==> config.mk <==
export PLATFORM = sky130hd
export DESIGN_NAME = lpx_top
export DESIGN_NICKNAME = d
export VERILOG_FILES = /design/src/rtl/lpx_pkg.sv /design/src/rtl/lpx_ctrl.sv /design/src/rtl/lpx_hold.sv /design/src/rtl/lpx_pchk.sv /design/src/rtl/lpx_top.sv
export SDC_FILE = /design/constraint.sdc
export NUM_CORES = 1
export LEC_CHECK = 0
export BUFFER_PORTS_ARGS = -buffer_cell sky130_fd_sc_hd__clkbuf_2
export CAP_MARGIN = 0
export CORE_ASPECT_RATIO = 1.4
export CORE_MARGIN = 10
export CORE_UTILIZATION = 30
export CTS_CLUSTER_SIZE = 12
export DETAILED_ROUTE_END_ITERATION = 16
export PLACE_DENSITY = 0.5
export SYNTH_ARGS = -nofsm -noshare
export SYNTH_HDL_FRONTEND = slang
export SYNTH_SLANG_ARGS = --single-unit
export TNS_END_PERCENT = 100
==> constraint.sdc <==
create_clock -name clk -period 3.6 [get_ports clk]
set_input_delay 0.72 -clock clk [delete_from_list [all_inputs] [get_ports clk]]
set_output_delay 0.72 -clock clk [all_outputs]
set_load 0.005 [all_outputs]
==> src/rtl/lpx_pkg.sv <==
// Package lpx_pkg
// Shared direction encoding and the parity function for the transceiver.
// Assumes data words are at most 32 bits wide.
package lpx_pkg;

    typedef enum logic [1:0] {
        DIR_IDLE = 2'd0,
        DIR_AB   = 2'd1,
        DIR_BA   = 2'd2,
        DIR_BAD  = 2'd3
    } dir_e;

    // Parity bit that makes the word plus bit even (odd_mode=0) or odd (1).
    function automatic logic par_of(input logic [31:0] word, input logic odd_mode);
        return (^word) ^ odd_mode;
    endfunction

endpackage

==> src/rtl/lpx_ctrl.sv <==
// Module lpx_ctrl
// Decodes the two active-low direction enables into a direction code.
// Assumes both low is an illegal request, which is reported as DIR_BAD.
module lpx_ctrl
    import lpx_pkg::*;
(
    input  logic ab_n,
    input  logic ba_n,
    output dir_e dir
);

    // Map the enable pair onto a direction.
    always_comb begin
        unique case ({ab_n, ba_n})
            2'b11:   dir = DIR_IDLE;
            2'b01:   dir = DIR_AB;
            2'b10:   dir = DIR_BA;
            default: dir = DIR_BAD;
        endcase
    end

endmodule

==> src/rtl/lpx_hold.sv <==
// Module lpx_hold
// One side's holding stage: transparent while le is high. While le is low it
// supplies the word captured at the last clock edge on which le was high.
// Assumes a synchronous active-low reset that clears the stored word.
module lpx_hold #(
    parameter int W = 8
) (
    input  logic         clk,
    input  logic         rst_n,
    input  logic         le,
    input  logic [W-1:0] d_in,
    input  logic         p_in,
    output logic [W-1:0] held_d,
    output logic         held_p,
    output logic [W-1:0] q_d,
    output logic         q_p
);

    // Capture the incoming word on each edge where the stage is open.
    always_ff @(posedge clk) begin
        if (!rst_n) begin
            held_d <= '0;
            held_p <= 1'b0;
        end else if (le) begin
            held_d <= d_in;
            held_p <= p_in;
        end
    end

    // Present the live word when open, the stored word when closed.
    always_comb begin
        q_d = le ? d_in : held_d;
        q_p = le ? p_in : held_p;
    end

    AST_HOLD_STABLE: assert property (@(posedge clk) disable iff (!rst_n)
        !le |=> (held_d == $past(held_d)) && (held_p == $past(held_p)));

endmodule

==> src/rtl/lpx_pchk.sv <==
// Module lpx_pchk
// Computes the parity of a data word and compares it with a parity bit.
// Assumes W is at most 32.
module lpx_pchk
    import lpx_pkg::*;
#(
    parameter int W = 8
) (
    input  logic [W-1:0] d,
    input  logic         p,
    input  logic         odd,
    output logic         gen,
    output logic         mis
);

    localparam int PADW = 32 - W;

    // Generate the parity bit and flag any disagreement with p.
    always_comb begin
        gen = par_of({{PADW{1'b0}}, d}, odd);
        mis = gen ^ p;
    end

endmodule

==> src/rtl/lpx_top.sv <==
// Module lpx_top
// Transceiver between two W-bit buses, each with one parity bit. It has one
// holding stage per side, generate or feed-through parity toward the
// destination, and checks parity on the source and (if open) destination side.
// Assumes a bus is modelled as separate in/out/enable ports. Undriven outputs
// read zero.
module lpx_top
    import lpx_pkg::*;
#(
    parameter int W = 8
) (
    input  logic         clk,
    input  logic         rst_n,
    input  logic         ab_n,
    input  logic         ba_n,
    input  logic         feed,
    input  logic         odd,
    input  logic         lat_a,
    input  logic         lat_b,
    input  logic [W-1:0] a_din,
    input  logic         a_pin,
    input  logic [W-1:0] b_din,
    input  logic         b_pin,
    output logic [W-1:0] a_dout,
    output logic         a_pout,
    output logic         a_oe,
    output logic [W-1:0] b_dout,
    output logic         b_pout,
    output logic         b_oe,
    output logic         a_err_n,
    output logic         b_err_n
);

    dir_e dir;

    logic [W-1:0] a_held_d, b_held_d, a_q_d, b_q_d;
    logic         a_held_p, b_held_p, a_q_p, b_q_p;
    logic [W-1:0] a_src_d, b_src_d, a_in_d, b_in_d;
    logic         a_src_p, b_src_p, a_in_p, b_in_p;
    logic         a_src_gen, b_src_gen, a_src_mis, b_src_mis;
    logic         a_gen, b_gen, a_mis, b_mis;
    logic         fwd_ab_p, fwd_ba_p;

    lpx_ctrl u_ctrl (
        .ab_n (ab_n),
        .ba_n (ba_n),
        .dir  (dir)
    );

    // Source views built from bus pins and stored words only (no feedback).
    always_comb begin
        a_src_d = lat_a ? a_din : a_held_d;
        a_src_p = lat_a ? a_pin : a_held_p;
        b_src_d = lat_b ? b_din : b_held_d;
        b_src_p = lat_b ? b_pin : b_held_p;
    end

    lpx_pchk #(.W(W)) u_gen_a (
        .d (a_src_d), .p (a_src_p), .odd (odd), .gen (a_src_gen), .mis (a_src_mis)
    );
    lpx_pchk #(.W(W)) u_gen_b (
        .d (b_src_d), .p (b_src_p), .odd (odd), .gen (b_src_gen), .mis (b_src_mis)
    );

    // Pick the forwarded parity: generated or copied from the source.
    always_comb begin
        fwd_ab_p = feed ? a_src_p : a_src_gen;
        fwd_ba_p = feed ? b_src_p : b_src_gen;
    end

    // Feed each stage from its own bus, or from the word being driven onto it.
    always_comb begin
        a_in_d = (dir == DIR_BA) ? b_src_d  : a_din;
        a_in_p = (dir == DIR_BA) ? fwd_ba_p : a_pin;
        b_in_d = (dir == DIR_AB) ? a_src_d  : b_din;
        b_in_p = (dir == DIR_AB) ? fwd_ab_p : b_pin;
    end

    lpx_hold #(.W(W)) u_hold_a (
        .clk (clk), .rst_n (rst_n), .le (lat_a), .d_in (a_in_d), .p_in (a_in_p),
        .held_d (a_held_d), .held_p (a_held_p), .q_d (a_q_d), .q_p (a_q_p)
    );
    lpx_hold #(.W(W)) u_hold_b (
        .clk (clk), .rst_n (rst_n), .le (lat_b), .d_in (b_in_d), .p_in (b_in_p),
        .held_d (b_held_d), .held_p (b_held_p), .q_d (b_q_d), .q_p (b_q_p)
    );

    lpx_pchk #(.W(W)) u_chk_a (
        .d (a_q_d), .p (a_q_p), .odd (odd), .gen (a_gen), .mis (a_mis)
    );
    lpx_pchk #(.W(W)) u_chk_b (
        .d (b_q_d), .p (b_q_p), .odd (odd), .gen (b_gen), .mis (b_mis)
    );

    // Drive the selected bus and report source and destination errors.
    always_comb begin
        a_dout  = '0;
        a_pout  = 1'b0;
        a_oe    = 1'b0;
        b_dout  = '0;
        b_pout  = 1'b0;
        b_oe    = 1'b0;
        a_err_n = 1'b1;
        b_err_n = 1'b1;
        unique case (dir)
            DIR_AB: begin
                b_oe    = 1'b1;
                b_dout  = a_src_d;
                b_pout  = fwd_ab_p;
                a_err_n = ~a_mis;
                b_err_n = lat_b ? ~b_mis : 1'b1;
            end
            DIR_BA: begin
                a_oe    = 1'b1;
                a_dout  = b_src_d;
                a_pout  = fwd_ba_p;
                b_err_n = ~b_mis;
                a_err_n = lat_a ? ~a_mis : 1'b1;
            end
            default: ;
        endcase
    end

    AST_ONE_DRIVER: assert property (@(posedge clk) disable iff (!rst_n)
        !(a_oe && b_oe));
    AST_IDLE_QUIET: assert property (@(posedge clk) disable iff (!rst_n)
        (ab_n == ba_n) |-> (!a_oe && !b_oe && a_err_n && b_err_n));
    AST_GEN_DEST_CLEAN: assert property (@(posedge clk) disable iff (!rst_n)
        (b_oe && !feed && lat_b) |-> b_err_n);
    AST_FEED_COPY: assert property (@(posedge clk) disable iff (!rst_n)
        (b_oe && feed && lat_a) |-> (b_pout == a_pin));
    AST_SRC_ERR: assert property (@(posedge clk) disable iff (!rst_n)
        (a_oe && lat_b) |-> (b_err_n == (b_src_gen == b_pin)));

endmodule

* After elaboration in Yosys (flattened, before gate mapping)
Cells that the tools add are included.
** Operators by class
- Eq/ne operators :: 5
- Muxes and demuxes :: 25
- Bitwise operators :: 8
- Reduce and logical (&&, ||, !) cells :: 4
** Operators with widths (number)
- XOR reduction 32 bit :: 4
- two-way mux 8 bit :: 8
- two-way mux 1 bit :: 14
- equality test 2 bit, second input constant :: 3
- one-hot mux 2 bit (3 select lines) :: 1
- XOR 1 bit :: 6
- equality test 2 x 1 -> 1 bit, second input constant :: 2
- one-hot mux 1 bit (2 select lines) :: 2
- inverter 1 bit :: 2
** Storage, ports and cells
- Register bits :: 18
- Input bits :: 26
- Output and inout bits :: 22
- Word-level logic and storage cells :: 46

* Longest topological paths before layout
- Word-level depth :: 11
- Depth in mapped cells :: 11
- Mapped depth without buffers :: 10

* Hierarchy
From an unflattened synthesis, not the netlist that was laid out.
** Unflattened totals
- Cells, all modules :: 183
- Area, all modules :: 1815.5 um^2
** Modules (own cells, without submodules)
- lpx_hold :: times used 2, cells an instance 28, area an instance 385.4 um^2, seq. area each 180.2 um^2
- lpx_top :: times used 1, cells an instance 93, area an instance 616.8 um^2, seq. area each 0.0 um^2
- lpx_pchk :: times used 4, cells an instance 8, area an instance 105.1 um^2, seq. area each 0.0 um^2
- lpx_ctrl :: times used 1, cells an instance 2, area an instance 7.5 um^2, seq. area each 0.0 um^2

* Worst setup path after synthesis
OpenSTA, ideal clock, no wires.
- Kind :: in2out
- Start point :: input ab_n
- End point :: output b_err_n
- Data arrival time :: 2.707 ns
- Required time :: 2.880 ns
- Setup slack :: 0.173 ns
- Stages on the path :: 10
- Buffers on the path :: 0
- Cells stage by stage :: inv_1 > ha_1 > and3b_1 > or4_4 > o211ai_2 > xor2_1 > xnor2_1 > xnor2_1 > a2111oi_1 > nor3_1
** On the way
- Cells in the longest elaborated chain, start to end :: 11
- Elaborated cells between the ends (all ways) :: 16
- Those cells by class :: eq/ne (5); mux (7); bitwise (3); reduce/logical (1)
** Ends and longest elaborated chain
- start, declared :: line lpx_top.sv:14 : input logic ab_n,
- equality test 2 bit / equality test 2 x 1 -> 1 bit (equally long branches) :: line lpx_ctrl.sv:14 : unique case ({ab_n, ba_n})
- one-hot mux 2 bit (3 select lines) (*) :: line lpx_ctrl.sv:14
- equality test 2 x 1 -> 1 bit :: line lpx_top.sv:75, lpx_top.sv:76, lpx_top.sv:105
- two-way mux 8 bit :: line lpx_top.sv:75 : b_in_d = (dir == DIR_AB) ? a_src_d : b_din;
- two-way mux 8 bit :: line lpx_hold.sv:32 : q_d = le ? d_in : held_d;
- XOR reduction 32 bit :: line lpx_pkg.sv:15 : return (^word) ^ odd_mode;
- XOR 1 bit :: line lpx_pkg.sv:15
- XOR 1 bit :: line lpx_pchk.sv:21 : mis = gen ^ p;
- inverter 1 bit :: line lpx_top.sv:111, lpx_top.sv:117
- two-way mux 1 bit :: line lpx_top.sv:111 : b_err_n = lat_b ? ~b_mis : 1'b1;
- one-hot mux 1 bit (2 select lines) (*) :: line lpx_top.sv:105 : unique case (dir)
- end, declared :: line lpx_top.sv:31 : output logic b_err_n
Mark *: on every way between the ends. The rest lies on a longest branch, timed or not.

* Worst setup path in the final report
- Start point :: input ba_n
- End point :: output a_err_n
** On the way
- Cells in the longest elaborated chain, start to end :: 11
- Elaborated cells between the ends (all ways) :: 16
- Those cells by class :: eq/ne (5); mux (7); bitwise (3); reduce/logical (1)
** Ends and longest elaborated chain
- start, declared :: line lpx_top.sv:15 : input logic ba_n,
- equality test 2 bit / equality test 2 x 1 -> 1 bit (equally long branches) :: line lpx_ctrl.sv:14
- one-hot mux 2 bit (3 select lines) (*) :: line lpx_ctrl.sv:14
- equality test 2 bit :: line lpx_top.sv:73, lpx_top.sv:74, lpx_top.sv:105
- two-way mux 8 bit :: line lpx_top.sv:73 : a_in_d = (dir == DIR_BA) ? b_src_d : a_din;
- two-way mux 8 bit :: line lpx_hold.sv:32
- XOR reduction 32 bit :: line lpx_pkg.sv:15
- XOR 1 bit :: line lpx_pkg.sv:15
- XOR 1 bit :: line lpx_pchk.sv:21
- inverter 1 bit :: line lpx_top.sv:110, lpx_top.sv:118
- two-way mux 1 bit :: line lpx_top.sv:118 : a_err_n = lat_a ? ~a_mis : 1'b1;
- one-hot mux 1 bit (2 select lines) (*) :: line lpx_top.sv:105
- end, declared :: line lpx_top.sv:30 : output logic a_err_n,
Marks and branches as above.

==> summary.md <==
| Metric | Value |
|---|---|
| Worst vdd ir | 147 uV |
| #FFs+latches synth | 18 |
| Worst EP required | 2.88 ns |
| Syn_area_per_cell | 8.17 um2 |
| Post-synth EDFFs | 0 |
| Share of the synthesized area in the top cell type | 0.194 |
| Insertion delay to the later sink of the worst-skew pair | 0.25 ns |
| Inserted Clock Buffers | 3 |
| Ys Warns | 0 |
| CTS sink count | 18 |
| Period utilisation layout | 1.02 |
| Clock root buffer | clkbuf_8 |
| Status | complete, but fails checks |
| Post-route ant nets | 0 |
| Syn Nets | 256 |
| Hold WC Path Type | flip-flop to flip-flop |
| R2R setup slack | 1.77 ns |
| Post-Synthesis Cells | 228 |
| Startpoint types | primary input |
| R2R depth | 8 |
| Max_slew headroom | 0.700 |
| Die footprint | 9800 um2 |
| Final hold slack | 0.608 ns |
| Gp weighted congestion | 0.827 |
| WP buf/inv | 4 |
| Routed WL | 6260 um |
| # diodes | 0 |
| Detailed-route DRC error count | 0 |
| R2R Path Start | u_hold_b.held_d[2] |
| CTS tree | done |
| Max Cap Violations | 0 |
| Clk buf depth | 2 |
| Initial antenna violation count | 0 |
| Final setup viols | 1 |
| Final count of pins violating max slew | 0 |
| Post-synthesis sequential area ratio | 0.194 |
| Number of I/O pins | 48 |
| Syn Std Cell Area | 1860 um2 |
| Leak Pwr | 1.30 nW |
| Critical path launch point | ba_n |
| Final #Nets | 354 |
| Vias in the first global route | 2021 |
| Kind of cell adding the most delay to the critical path | compound AO/OA/AOI/OAI gates |
| CTS Hold Bufs | 0 |
| Worst-margin pin slew | 0.437 ns |
| Ys flop type | dfxtp_1 |
| Synth area leaders | dfxtp_1 (19%), mux2i_1 (11%), nor2_1 (8.7%), xor2_1 (8.5%), xnor2_1 (5.2%) |
| Tmin final | 3.66 ns |
| Area Overhead vs Synth | 45.0% |
| Critical Path AT | 2.94 ns |
| Reg2reg end | u_hold_a.held_p |
| Global-route usage over all layers | 0.126 |
| Synth area leader | dfxtp_1 |
| H-tree depth | 1 |
| Element type at the critical path end | output pin |
| Storage element area | 360 um2 |
| Via count | 1921 |
| First-pass GRT wire length | 10000 um |
| Routed length per instance | 15.9 um |
| RSZ-0062 raised after global routing | true |
| FILL cells | 639 |
| Final hold viol count | 0 |
| Count of cell types in the netlist | 45 |
| Vias per cell | 4.88 |
| Cell count after placement | 385 |
| Die height | 113 um |
| CP peak stage delay | 0.40 ns |
| Core Area | 5950 um2 |
| PwrDens | 293 nW/um2 |
| Clock transition at path regs | 0.07 ns |
| Final Skew | 0.00207 ns |
| Crit-path cells | buf_4, inv_2, ha_4, nor2b_4, buf_4, a22o_1, nor3_1, a211oi_1, xnor2_1, xnor3_2, a2111oi_4, nor3_2, buf_2 |
| Share of cells above drive strength 1 | 0.426 |
| GR Overflow Total | 0 |
| Hpwl dp | 5210 um |
| CP Class | primary input to output pin |
| Slowest CP cell | xnor3_2 |
| Cell mode on critical path | buf_4 |
| Initial Utilization | 0.313 |
| Pin count of the biggest net entering global routing | 19 |
| Die span in x | 86.6 um |
| Detailed Routing Iterations Pass 1 | 4 |
| Most frequent cells in the layout | buf_4 (56), clkbuf_2 (42), nor2_1 (41) |
| Failing checks | negative setup slack |
| Port-buffer cells | 47 |
| Worst-path maximum fanout | 5 |
| Final Worst Setup Slack | -0.0575 ns |
| Final non-filler cell total | 394 |
| Commonest non-fill, non-tap cell in the layout | buf_4 |
| Drt initial violations | 53 |
| Post-synthesis async set-or-reset flop share | 0 |
| FMAX | 273 MHz |
| End point of the critical path | a_err_n |
| Multi-input gate area | 1490 um2 |
| FP Rows | 33 |
| Levels on crit path | 13 |
synthesized netlist by cell type (3+ instances only):
library cell  count
a22o_1            5
o31a_1            3
nor3_1            5
dfxtp_1          18
nand2_1           4
a211oi_1          7
nor2_1           43
inv_1             7
o21a_1            7
mux2i_1          21
a21oi_1          16
or3_1             3
xnor2_1          11
buf_4             4
and3b_1           3
nor2b_1          14
xor2_1           18
xnor3_1           3
final cells by class:
cell class | instances | share of cell area
Multi-Input combinational cell | 189 | 0.552
Timing Repair Buffer | 103 | 0.250
Sequential cell | 18 | 0.133
Tap cell | 70 | 0.0324
Inverter | 11 | 0.0171
Clock buffer | 3 | 0.0153
layer usage:
metal | routed length (um) | share of wire | vias up | track usage
met1 | 2560 | 0.41 | 898 | 0.141
met3 | 134 | 0.021 | 6 | 0.0101
li1 | - | - | 989 | -
met2 | 3460 | 0.55 | 28 | 0.237
met5 | 0 | 0 | - | 0
met4 | 102 | 0.016 | 0 | 0.0433
repair_timing:
action                                  CTS  global route
resized for setup                        15            21
buffers inserted                          4             2
pin swaps                                15            14
endpoints found under the setup margin    2             2
worst min-delay path by stage:
stage                               to  cells past startpoint  slack [ns]                from
floorplan           u_hold_b.held_d[3]                      2        0.55  u_hold_b.held_d[3]
finish              u_hold_b.held_d[1]                      2        0.61  u_hold_b.held_d[1]
CTS                 u_hold_b.held_d[3]                      2        0.62  u_hold_b.held_d[3]
global placement    u_hold_b.held_d[3]                      2        0.59  u_hold_b.held_d[3]
global route        u_hold_b.held_d[1]                      2        0.64  u_hold_b.held_d[1]
detailed placement  u_hold_b.held_d[3]                      2        0.60  u_hold_b.held_d[3]
logic make-up (layout without fill, tap and decap cells):
| group | Yosys count | count (layout) | synth area share |
|---|---|---|---|
| AND/OR/NAND/NOR | 78 | 78 | 0.208 |
| AO/OA/AOI/OAI | 55 | 55 | 0.222 |
| XOR/XNOR | 32 | 32 | 0.173 |
| multiplexers | 22 | 22 | 0.120 |
| buffers and inverters | 21 | 117 | 0.0699 |
| flip-flops | 18 | 18 | 0.194 |
| adder cells (fa/ha/maj) | 2 | 2 | 0.0134 |
stage by stage:
stage	TNS [ns]	util	power [mW]	instance area, um2	setup WS [ns]
final	-0.0575	0.454	0.792	2700	-0.0575
after global routing	-0.292	0.454	0.847	2700	-0.151
after CTS	-0.0606	0.439	0.771	2610	-0.0553
after detailed placement	-0.261	0.416	0.605	2470	-0.156
after global placement	-0.205	0.416	0.604	2470	-0.127
after floorplan	0	-	0.463	1860	0.173
state kept, by name, summed over array words and instances (netlist names):
register / flops
u_hold_b.held_p: 1
u_hold_a.held_p: 1
u_hold_b.held_d: 8
u_hold_a.held_d: 8
worst register-to-register path: stages, from the launching register on:
cell and delay [ns]:
dfxtp_1 0.40, xor2_1 0.18, mux2i_1 0.11, xnor2_1 0.25, xnor3_1 0.38, nor2_2 0.11, o31ai_1 0.08, buf_4 0.15
nor2b_1 0.10
report_power, final:
part	switching [mW]	leakage (nW)	internal, mW
clock network	0.0736	0.0216	0.0744
registers	0.0115	0.148	0.212
logic	0.195	1.13	0.225
(Power assumes the default switching activity.)
